===== config.mk =====
export PLATFORM = sky130hd
export DESIGN_NAME = i2c_rate_gen
export DESIGN_NICKNAME = d
export VERILOG_FILES = /design/src/rtl/i2c_rate_pkg.sv /design/src/rtl/i2c_rate_regs.sv /design/src/rtl/i2c_rate_prescale.sv /design/src/rtl/i2c_rate_halfdiv.sv /design/src/rtl/i2c_rate_gen.sv
export SDC_FILE = /design/constraint.sdc
export NUM_CORES = 1
export LEC_CHECK = 0
export BUFFER_PORTS_ARGS = -buffer_cell sky130_fd_sc_hd__buf_2
export CORE_AREA = 2 2 69 71
export CTS_CLUSTER_SIZE = 30
export DETAILED_ROUTE_END_ITERATION = 10
export DIE_AREA = 0 0 71 73
export PLACE_DENSITY = 0.78
export SETUP_SLACK_MARGIN = 0.1
export SYNTH_ARGS = -nofsm -noshare
export SYNTH_HDL_FRONTEND = slang
export SYNTH_SLANG_ARGS = --single-unit

===== constraint.sdc =====
create_clock -name clk -period 2.8 [get_ports clk]
set_clock_uncertainty 0.1 [all_clocks]
set_input_delay 0.14 -clock clk [delete_from_list [all_inputs] [get_ports clk]]
set_output_delay 0.14 -clock clk [all_outputs]
set_load 0.01 [all_outputs]

===== src/rtl/i2c_rate_pkg.sv =====
// Package: shared field layout and helpers for the I2C bit-rate generator.
// Assumes the mode register is 4 bits with the field positions below.
package i2c_rate_pkg;

    localparam int MODE_W    = 4;
    localparam int SEL_W     = 2;
    localparam int FIXED_OFS = 3;
    localparam int FILT_OFS  = 2;

    // Mode register layout, MSB first: filter(3), select(2:1), enable(0)
    typedef struct packed {
        logic             filt;
        logic [SEL_W-1:0] sel;
        logic             en;
    } rate_mode_t;

    // Pre-divider ratio for a select code: 2^(log_max - sel)
    function automatic int pre_ratio(input int log_max, input logic [SEL_W-1:0] sel);
        return 1 << (log_max - int'(sel));
    endfunction

endpackage


===== src/rtl/i2c_rate_regs.sv =====
// Module: i2c_rate_regs
// Holds the programmed mode and divisor registers and the active copy the
// counters use. The active copy reloads while the generator is stopped and
// at every terminal count, so a change never lands mid-interval.
// Assumes writes are single-cycle strobes sampled on the clock edge.
module i2c_rate_regs
    import i2c_rate_pkg::*;
#(
    parameter int DIV_W = 8
) (
    input  logic             clk,
    input  logic             rst_n,
    input  logic             mode_we,
    input  logic [MODE_W-1:0] mode_wdata,
    input  logic             div_we,
    input  logic [DIV_W-1:0] div_wdata,
    input  logic             term,
    output logic             en,
    output logic             run,
    output logic             hold,
    output logic [SEL_W-1:0] act_sel,
    output logic             act_filt,
    output logic [DIV_W-1:0] act_div
);

    rate_mode_t       mode_q;
    logic [DIV_W-1:0] div_q;
    logic             run_q;
    logic [SEL_W-1:0] sel_a_q;
    logic             filt_a_q;
    logic [DIV_W-1:0] div_a_q;

    // Programmed registers: capture write data on each strobe
    always_ff @(posedge clk) begin
        if (!rst_n) begin
            mode_q <= '0;
            div_q  <= '0;
        end else begin
            if (mode_we) mode_q <= rate_mode_t'(mode_wdata);
            if (div_we)  div_q  <= div_wdata;
        end
    end

    // Run flag: enable delayed one cycle so the active set loads first
    always_ff @(posedge clk) begin
        if (!rst_n) run_q <= 1'b0;
        else        run_q <= mode_q.en;
    end

    // Active set: follow programmed values while stopped or at terminal count
    always_ff @(posedge clk) begin
        if (!rst_n) begin
            sel_a_q  <= '0;
            filt_a_q <= 1'b0;
            div_a_q  <= '0;
        end else if (!run_q || term) begin
            sel_a_q  <= mode_q.sel;
            filt_a_q <= mode_q.filt;
            div_a_q  <= div_q;
        end
    end

    // Outputs to the counters
    always_comb begin
        en       = mode_q.en;
        run      = run_q;
        hold     = !(mode_q.en && run_q);
        act_sel  = sel_a_q;
        act_filt = filt_a_q;
        act_div  = div_a_q;
    end

endmodule


===== src/rtl/i2c_rate_prescale.sv =====
// Module: i2c_rate_prescale
// First-stage power-of-two divider. Emits a one-cycle strobe every
// 2^(LOG_MAX - sel) cycles. Assumes LOG_MAX is at least 2^SEL_W - 1.
module i2c_rate_prescale
    import i2c_rate_pkg::*;
#(
    parameter int LOG_MAX = 5
) (
    input  logic             clk,
    input  logic             rst_n,
    input  logic             hold,
    input  logic [SEL_W-1:0] sel,
    output logic             strobe
);

    localparam int CNT_W = LOG_MAX;

    logic [CNT_W-1:0] cnt_q;
    logic [CNT_W-1:0] last;

    // Terminal value for the selected ratio
    always_comb begin
        last   = CNT_W'(pre_ratio(LOG_MAX, sel) - 1);
        strobe = !hold && (cnt_q == last);
    end

    // Counter: cleared while held, wraps at the terminal value
    always_ff @(posedge clk) begin
        if (!rst_n || hold)   cnt_q <= '0;
        else if (cnt_q == last) cnt_q <= '0;
        else                  cnt_q <= cnt_q + 1'b1;
    end

endmodule


===== src/rtl/i2c_rate_halfdiv.sv =====
// Module: i2c_rate_halfdiv
// Second-stage divider. Counts prescaler strobes up to
// div + FIXED_OFS + FILT_OFS*filt, then registers a tick and toggles the
// SCL reference. Assumes the strobe is never high two cycles in a row.
module i2c_rate_halfdiv
    import i2c_rate_pkg::*;
#(
    parameter int DIV_W = 8
) (
    input  logic             clk,
    input  logic             rst_n,
    input  logic             hold,
    input  logic             strobe,
    input  logic [DIV_W-1:0] div,
    input  logic             filt,
    output logic             term,
    output logic             tick,
    output logic             scl_ref
);

    localparam int N_W = DIV_W + 2;

    logic [N_W-1:0] cnt_q;
    logic [N_W-1:0] last;
    logic           tick_q;
    logic           scl_q;

    // Terminal index is length minus one
    always_comb begin
        last = N_W'(div) + N_W'(FIXED_OFS - 1) + (filt ? N_W'(FILT_OFS) : '0);
        term = strobe && (cnt_q == last);
    end

    // Strobe counter: advances on strobe, wraps at terminal, cleared when held
    always_ff @(posedge clk) begin
        if (!rst_n || hold) cnt_q <= '0;
        else if (term)      cnt_q <= '0;
        else if (strobe)    cnt_q <= cnt_q + 1'b1;
    end

    // Output stage: one-cycle tick and toggling reference level
    always_ff @(posedge clk) begin
        if (!rst_n || hold) begin
            tick_q <= 1'b0;
            scl_q  <= 1'b0;
        end else begin
            tick_q <= term;
            if (term) scl_q <= ~scl_q;
        end
    end

    assign tick    = tick_q;
    assign scl_ref = scl_q;

endmodule


===== src/rtl/i2c_rate_gen.sv =====
// Module: i2c_rate_gen (top)
// I2C bit-rate generator: register file, power-of-two prescaler and
// second-stage divider in cascade. Assumes synchronous active-low reset and
// single-cycle write strobes.
module i2c_rate_gen
    import i2c_rate_pkg::*;
#(
    parameter int DIV_W   = 8,
    parameter int PRE_LOG = 5
) (
    input  logic              clk,
    input  logic              rst_n,
    input  logic              mode_we,
    input  logic [MODE_W-1:0] mode_wdata,
    input  logic              div_we,
    input  logic [DIV_W-1:0]  div_wdata,
    output logic              tick,
    output logic              scl_ref
);

    logic             en;
    logic             run;
    logic             hold;
    logic             term;
    logic             strobe;
    logic [SEL_W-1:0] act_sel;
    logic             act_filt;
    logic [DIV_W-1:0] act_div;

    i2c_rate_regs #(.DIV_W(DIV_W)) u_regs (
        .clk        (clk),
        .rst_n      (rst_n),
        .mode_we    (mode_we),
        .mode_wdata (mode_wdata),
        .div_we     (div_we),
        .div_wdata  (div_wdata),
        .term       (term),
        .en         (en),
        .run        (run),
        .hold       (hold),
        .act_sel    (act_sel),
        .act_filt   (act_filt),
        .act_div    (act_div)
    );

    i2c_rate_prescale #(.LOG_MAX(PRE_LOG)) u_pre (
        .clk    (clk),
        .rst_n  (rst_n),
        .hold   (hold),
        .sel    (act_sel),
        .strobe (strobe)
    );

    i2c_rate_halfdiv #(.DIV_W(DIV_W)) u_half (
        .clk     (clk),
        .rst_n   (rst_n),
        .hold    (hold),
        .strobe  (strobe),
        .div     (act_div),
        .filt    (act_filt),
        .term    (term),
        .tick    (tick),
        .scl_ref (scl_ref)
    );

endmodule


Yosys cells after proc, flatten, opt, wreduce, memory -nomap -nowiden
Index checks and enable logic that the tools add are counted.

Register bits after elaboration: 41. Output and inout bits: 2. Logic and storage cells: 33.

$add $sub $neg: 6. Eq/ne operators: 2. Shifts and indexed selects: 1. Mux-type cells: 1. Bitwise gates (word level): 1. Reductions and logical operators: 10.

Operators by type and width (count): $shl 1x32->5 const A (1); $add 10x1->10 const B (1); $add 10x10->10 (1); $eq 10x10->1 (1); $add 8x2->9 const B (1); $add 5x1->5 const B (1); $eq 5x5->1 (1); $sub 5x2->5 const B (1); $reduce_or 2->1 (2); $sub 3x2->4 const A (1); $logic_and 1x1->1 (3); $logic_not 1->1 (3); $logic_or 1x1->1 (2); $mux 2 (1); $not 1->1 (1).

Logic depth before layout (Yosys ltp)
Depth in word-level cells: 7. Gate-level depth with buffers: 12.

Cells and area by module
From an unflattened synthesis, not the netlist that was laid out.

Cell total of the unflattened synthesis: 217. Area total of the unflattened synthesis: 2062.0 µm².

By module, submodules not included: i2c_rate_regs (times used 1, cells each 91, area an instance 959.7 µm²); i2c_rate_halfdiv (times used 1, cells each 100, area an instance 840.8 µm²); i2c_rate_prescale (times used 1, cells each 26, area an instance 261.5 µm²).

Least setup slack after synthesis
Ideal clock, no wire load.

Kind: flip-flop to flip-flop. Start point: register u_regs.div_a_q[1] (netlist: u_regs.act_div[1]). End point: register u_half.cnt_q[0]. Arrival: 2.786 ns. Required time: 2.561 ns. Path slack: -0.225 ns. Stages on the path, launching flop included: 12. Period minus slack after synthesis: 3.025 ns. Cells stage by stage: dfxtp_1 > clkbuf_1 > inv_1 > ha_1 > ha_1 > xor2_1 > nor4_1 > o311ai_0 > or4b_1 > buf_2 > o31ai_2 > nor2_1.

Cells in the longest elaborated chain, start to end: 5.

Ends and longest elaborated chain: start, declared (line i2c_rate_regs.sv:31) `logic [DIV_W-1:0] div_a_q;`; start signal, assigned (line i2c_rate_regs.sv:59) `div_a_q <= div_q;`; $add 8x2->9 (line i2c_rate_halfdiv.sv:30) `last = N_W'(div) + N_W'(FIXED_OFS - 1) + (filt ? N_W'(FILT_OFS) : '0);`; $add 10x10->10 (line i2c_rate_halfdiv.sv:30); $eq 10x10->1 (line i2c_rate_halfdiv.sv:31) `term = strobe && (cnt_q == last);`; $logic_and 1x1->1 (line i2c_rate_halfdiv.sv:31); $reduce_or 2->1 (no line); end signal, assigned (line i2c_rate_halfdiv.sv:38) `else if (strobe) cnt_q <= cnt_q + 1'b1;`; end, declared (line i2c_rate_halfdiv.sv:23) `logic [N_W-1:0] cnt_q;`.

No other way between the ends. A chain may end at the register's enable or synchronous reset.

Worst setup path in the final report
Start point: register u_regs.div_a_q[1] (netlist: u_regs.act_div[1]). End point: register u_regs.filt_a_q (netlist: u_regs.act_filt).

Cells in the longest elaborated chain, start to end: 5.

Ends and longest elaborated chain: $add 8x2->9 (line i2c_rate_halfdiv.sv:30); $add 10x10->10 (line i2c_rate_halfdiv.sv:30); $eq 10x10->1 (line i2c_rate_halfdiv.sv:31); $logic_and 1x1->1 (line i2c_rate_halfdiv.sv:31); $logic_or 1x1->1 (line i2c_rate_regs.sv:56) `end else if (!run_q || term) begin`; end signal, assigned (line i2c_rate_regs.sv:58) `filt_a_q <= mode_q.filt;`; end, declared (line i2c_rate_regs.sv:30) `logic filt_a_q;`.

No other way between the ends.

==> flow_summary.json <==
{
  "grt_max_degree": 37,
  "clkPwrFrac_pct": 39.2,
  "hold_viol": 0,
  "final_cell_mix": "dfxtp_1, nand2_1, mux2i_1, nor2_1, buf_2",
  "power_switching_w": 0.000259,
  "crit_cells": 8,
  "drv_cap": 0,
  "worst-path-buf-inv": 0,
  "place_area_mm2": 0.00242,
  "critical_path_class": "flip-flop to flip-flop",
  "p_sw_share_pct": 22.0,
  "synth_area_per_cell_um2": 8.84,
  "root_buffer": "clkbuf_8",
  "critPathTopFamily": "simple AND/OR/NAND/NOR gates",
  "route.detailed.drc": 0,
  "ys_ff_latch": 41,
  "timing.critical_path.from_type": "flip-flop",
  "setup_tns_ps": 0,
  "seq_area_frac_synth_pct": 35.8,
  "nNetsFinal": 293,
  "met1_usage_pct": 20.5,
  "end_kind": "flip-flop",
  "grt_first_pass_wirelength_um": 7490,
  "ff2ff_setup_slack_ps": 170,
  "dieArea_mm2": 0.00518,
  "clk_pin_slew_ps": 80,
  "ys_async_sr_fraction_pct": 0,
  "status": "finished, final reports clean",
  "nFillCells": 384,
  "worst_path_max_delay_cell": "or4b_4",
  "worstReg2RegStart": "u_regs.act_div[1]",
  "pwr-share-seq_pct": 52.3,
  "crit_top_cell": "ha_4",
  "post_route_cells_drive_above_1_share_pct": 16.5,
  "rsz0062_at_grt": "true",
  "initial_utilization_pct": 50.5,
  "postSynthCellCount": 259,
  "wire_per_inst_um": 13.4,
  "antennaDiodeCount": 0,
  "drtIter0Drc": 74,
  "h-tree-depth": 2,
  "io_pins": 18,
  "cp.arrival_ps": 2700,
  "hold_path_class": "input port to flip-flop",
  "yosys_warnings": 0,
  "synth.distinct_cells": 47,
  "grt-ovfl-total": 0,
  "synth_fp_nets": 280,
  "clockBufferDepth": 2,
  "finalSetupViolCount": 0,
  "r2r_cells": 8,
  "max_slew_margin_pct": 65.9,
  "finalCritPeriodShare_pct": 93.9,
  "layout_commonest_cell": "dfxtp_1",
  "min_to": "u_regs.div_q[7]",
  "worstPathMaxFanout": 6,
  "slowest_delay_ps": 560,
  "die_h_um": 73,
  "syn-cell-area_mm2": 0.00229,
  "dp_hpwl_um": 3160,
  "antenna_found_initial": 0,
  "port_buffers": 17,
  "clkSinkCount": 41,
  "post-route-cell-area_mm2": 0.00260,
  "antenna_left": 0,
  "use_met2_pct": 33.0,
  "cts_made_buffers": 5,
  "p_comb_share_pct": 8.4,
  "insertion_delay_ps": 290,
  "grt_use_met3_pct": 3.31,
  "core_mm2": 0.00454,
  "power_density_mw_per_mm2": 453,
  "rows": 25,
  "synth-main-ff-cell": "dfxtp_1",
  "finalWorstPathRequiredPeriod_ps": 2630,
  "crit_path_start": "u_regs.act_div[1]",
  "dieWidth_um": 71,
  "place.gp.congestion": 0.846,
  "max-vdd-ir-drop_uv": 415,
  "num_vias": 1848,
  "synth_edf_count": 0,
  "cts_tree": "done",
  "worstPathRequired_ps": 2880,
  "area_delta_synth_final_pct": 13.5,
  "worstHoldPathCells": 3,
  "wirelength_um": 4380,
  "internal_power_w": 0.000918,
  "tightestPinTransition_ps": 511,
  "p_leak_nw": 0.994,
  "p_total_w": 0.00118,
  "worstHoldStart": "div_wdata[7]",
  "dr.pass1.iters": 4,
  "via_per_inst": 5.65,
  "grtUsageTotal_pct": 17.7,
  "r2r_end": "u_regs.act_filt",
  "grt-busiest-layer": "met2",
  "grt_pass1_vias": 1742,
  "max_freq_ghz": 0.381,
  "slew_violations": 0,
  "crit_path_cell_trace": "ha_4, ha_4, xor2_1, nor4_1, o311ai_1, or4b_4, o31a_2, mux2i_1"
}
layout make-up:
cell class | instances | area (um^2) | share of cell area [%]
Tap cell | 54 | 67.6 | 2.60
Multi-Input combinational cell | 194 | 1430 | 55.1
Clock inverter | 2 | 38.8 | 1.49
Inverter | 6 | 22.5 | 0.867
Sequential cell | 41 | 825 | 31.7
Clock buffer | 6 | 72.6 | 2.79
Timing Repair Buffer | 24 | 141 | 5.44
state kept, by name, summed over array words and instances, names as in the netlist:
signal and cells:
u_regs.div_q 8, u_regs.act_div 8, u_pre.cnt_q 5, u_half.tick 1
u_half.cnt_q 10, u_regs.run 1, u_regs.act_sel 2, u_regs.mode_q 3
u_regs.en 1, u_regs.act_filt 1, u_half.scl_ref 1
cells in the mapped netlist, types with 3 or more instances:
library cell / count / area, um^2
dfxtp_1: 41 / 821
nand2_1: 33 / 124
mux2i_1: 25 / 250
nor2_1: 17 / 63.8
xor2_1: 14 / 123
nor2b_1: 13 / 81.3
xnor2_1: 12 / 105
clkbuf_1: 11 / 41.3
nand3_1: 9 / 45.0
and3_1: 8 / 50.1
inv_1: 6 / 22.5
a21oi_1: 5 / 25.0
buf_2: 5 / 25.0
ha_1: 5 / 62.6
nand4_1: 4 / 25.0
o211ai_1: 4 / 30.0
a31oi_1: 3 / 18.8
nor4_1: 3 / 18.8
worst reg2reg max path: stages, from the launching register on:
cell and delay, ps:
dfxtp_4 370, ha_4 270, ha_4 240, xor2_1 130, nor4_1 170, o311ai_1 140
or4b_4 560, o31a_2 390, mux2i_1 140
what timing repair did:
item / CTS / global route
endpoints found under the setup margin: 22 / 22
gates resized for setup: 2 / 4
gates cloned: 0 / 1
pin swaps: 0 / 3
hold endpoints to repair: 0 / 0
hold buffers: 0 / 0
setup buffers: 0 / 3
how the worst max path moves through the flow:
| stage | end |
|---|---|
| floorplan | u_regs.act_div[1] |
| global placement | u_regs.act_div[1] |
| detailed placement | u_regs.act_div[5] |
| CTS | u_regs.act_div[5] |
| global route | u_regs.act_sel[0] |
| finish | u_regs.act_filt |
logic make-up after synthesis:
logic type / synth area share, %
AO/OA/AOI/OAI: 11.4
XOR/XNOR: 9.95
adder cells (fa/ha/maj): 2.73
buffers and inverters: 5.19
flip-flops: 35.8
multiplexers: 10.9
AND/OR/NAND/NOR: 23.9
per-layer routing:
layer  up-vias  share of wire [%]
li1        939                  -
met1       874                 45
met2        27                 50
met3         8                3.2
met4         0                1.8
met5         -                  0
per-stage QoR:
stage | hold WS [ps] | setup slack (ps) | utilization (%) | cells
2_1_floorplan | 209 | 102 | - | 259
3_3_place_gp | 294 | 85.9 | 53.4 | 315
3_5_place_dp | 306 | 14.2 | 53.4 | 315
4_1_cts | 1.25 | 139 | 56.0 | 323
5_1_grt | 18.7 | 73.5 | 57.3 | 327
6_report | 6.87 | 172 | 57.3 | 327
power groups by stage:
stage                     Combinational, W  Clock (W)  Sequential (W)
after global placement           0.0000911          0        0.000631
after floorplan                  0.0000801          0        0.000624
after CTS                        0.0000944   0.000474        0.000617
final                            0.0000992   0.000462        0.000616
after detailed placement         0.0000940          0        0.000631
after global routing              0.000110   0.000489        0.000619
Note: power is estimated with default switching activity, not from simulation.
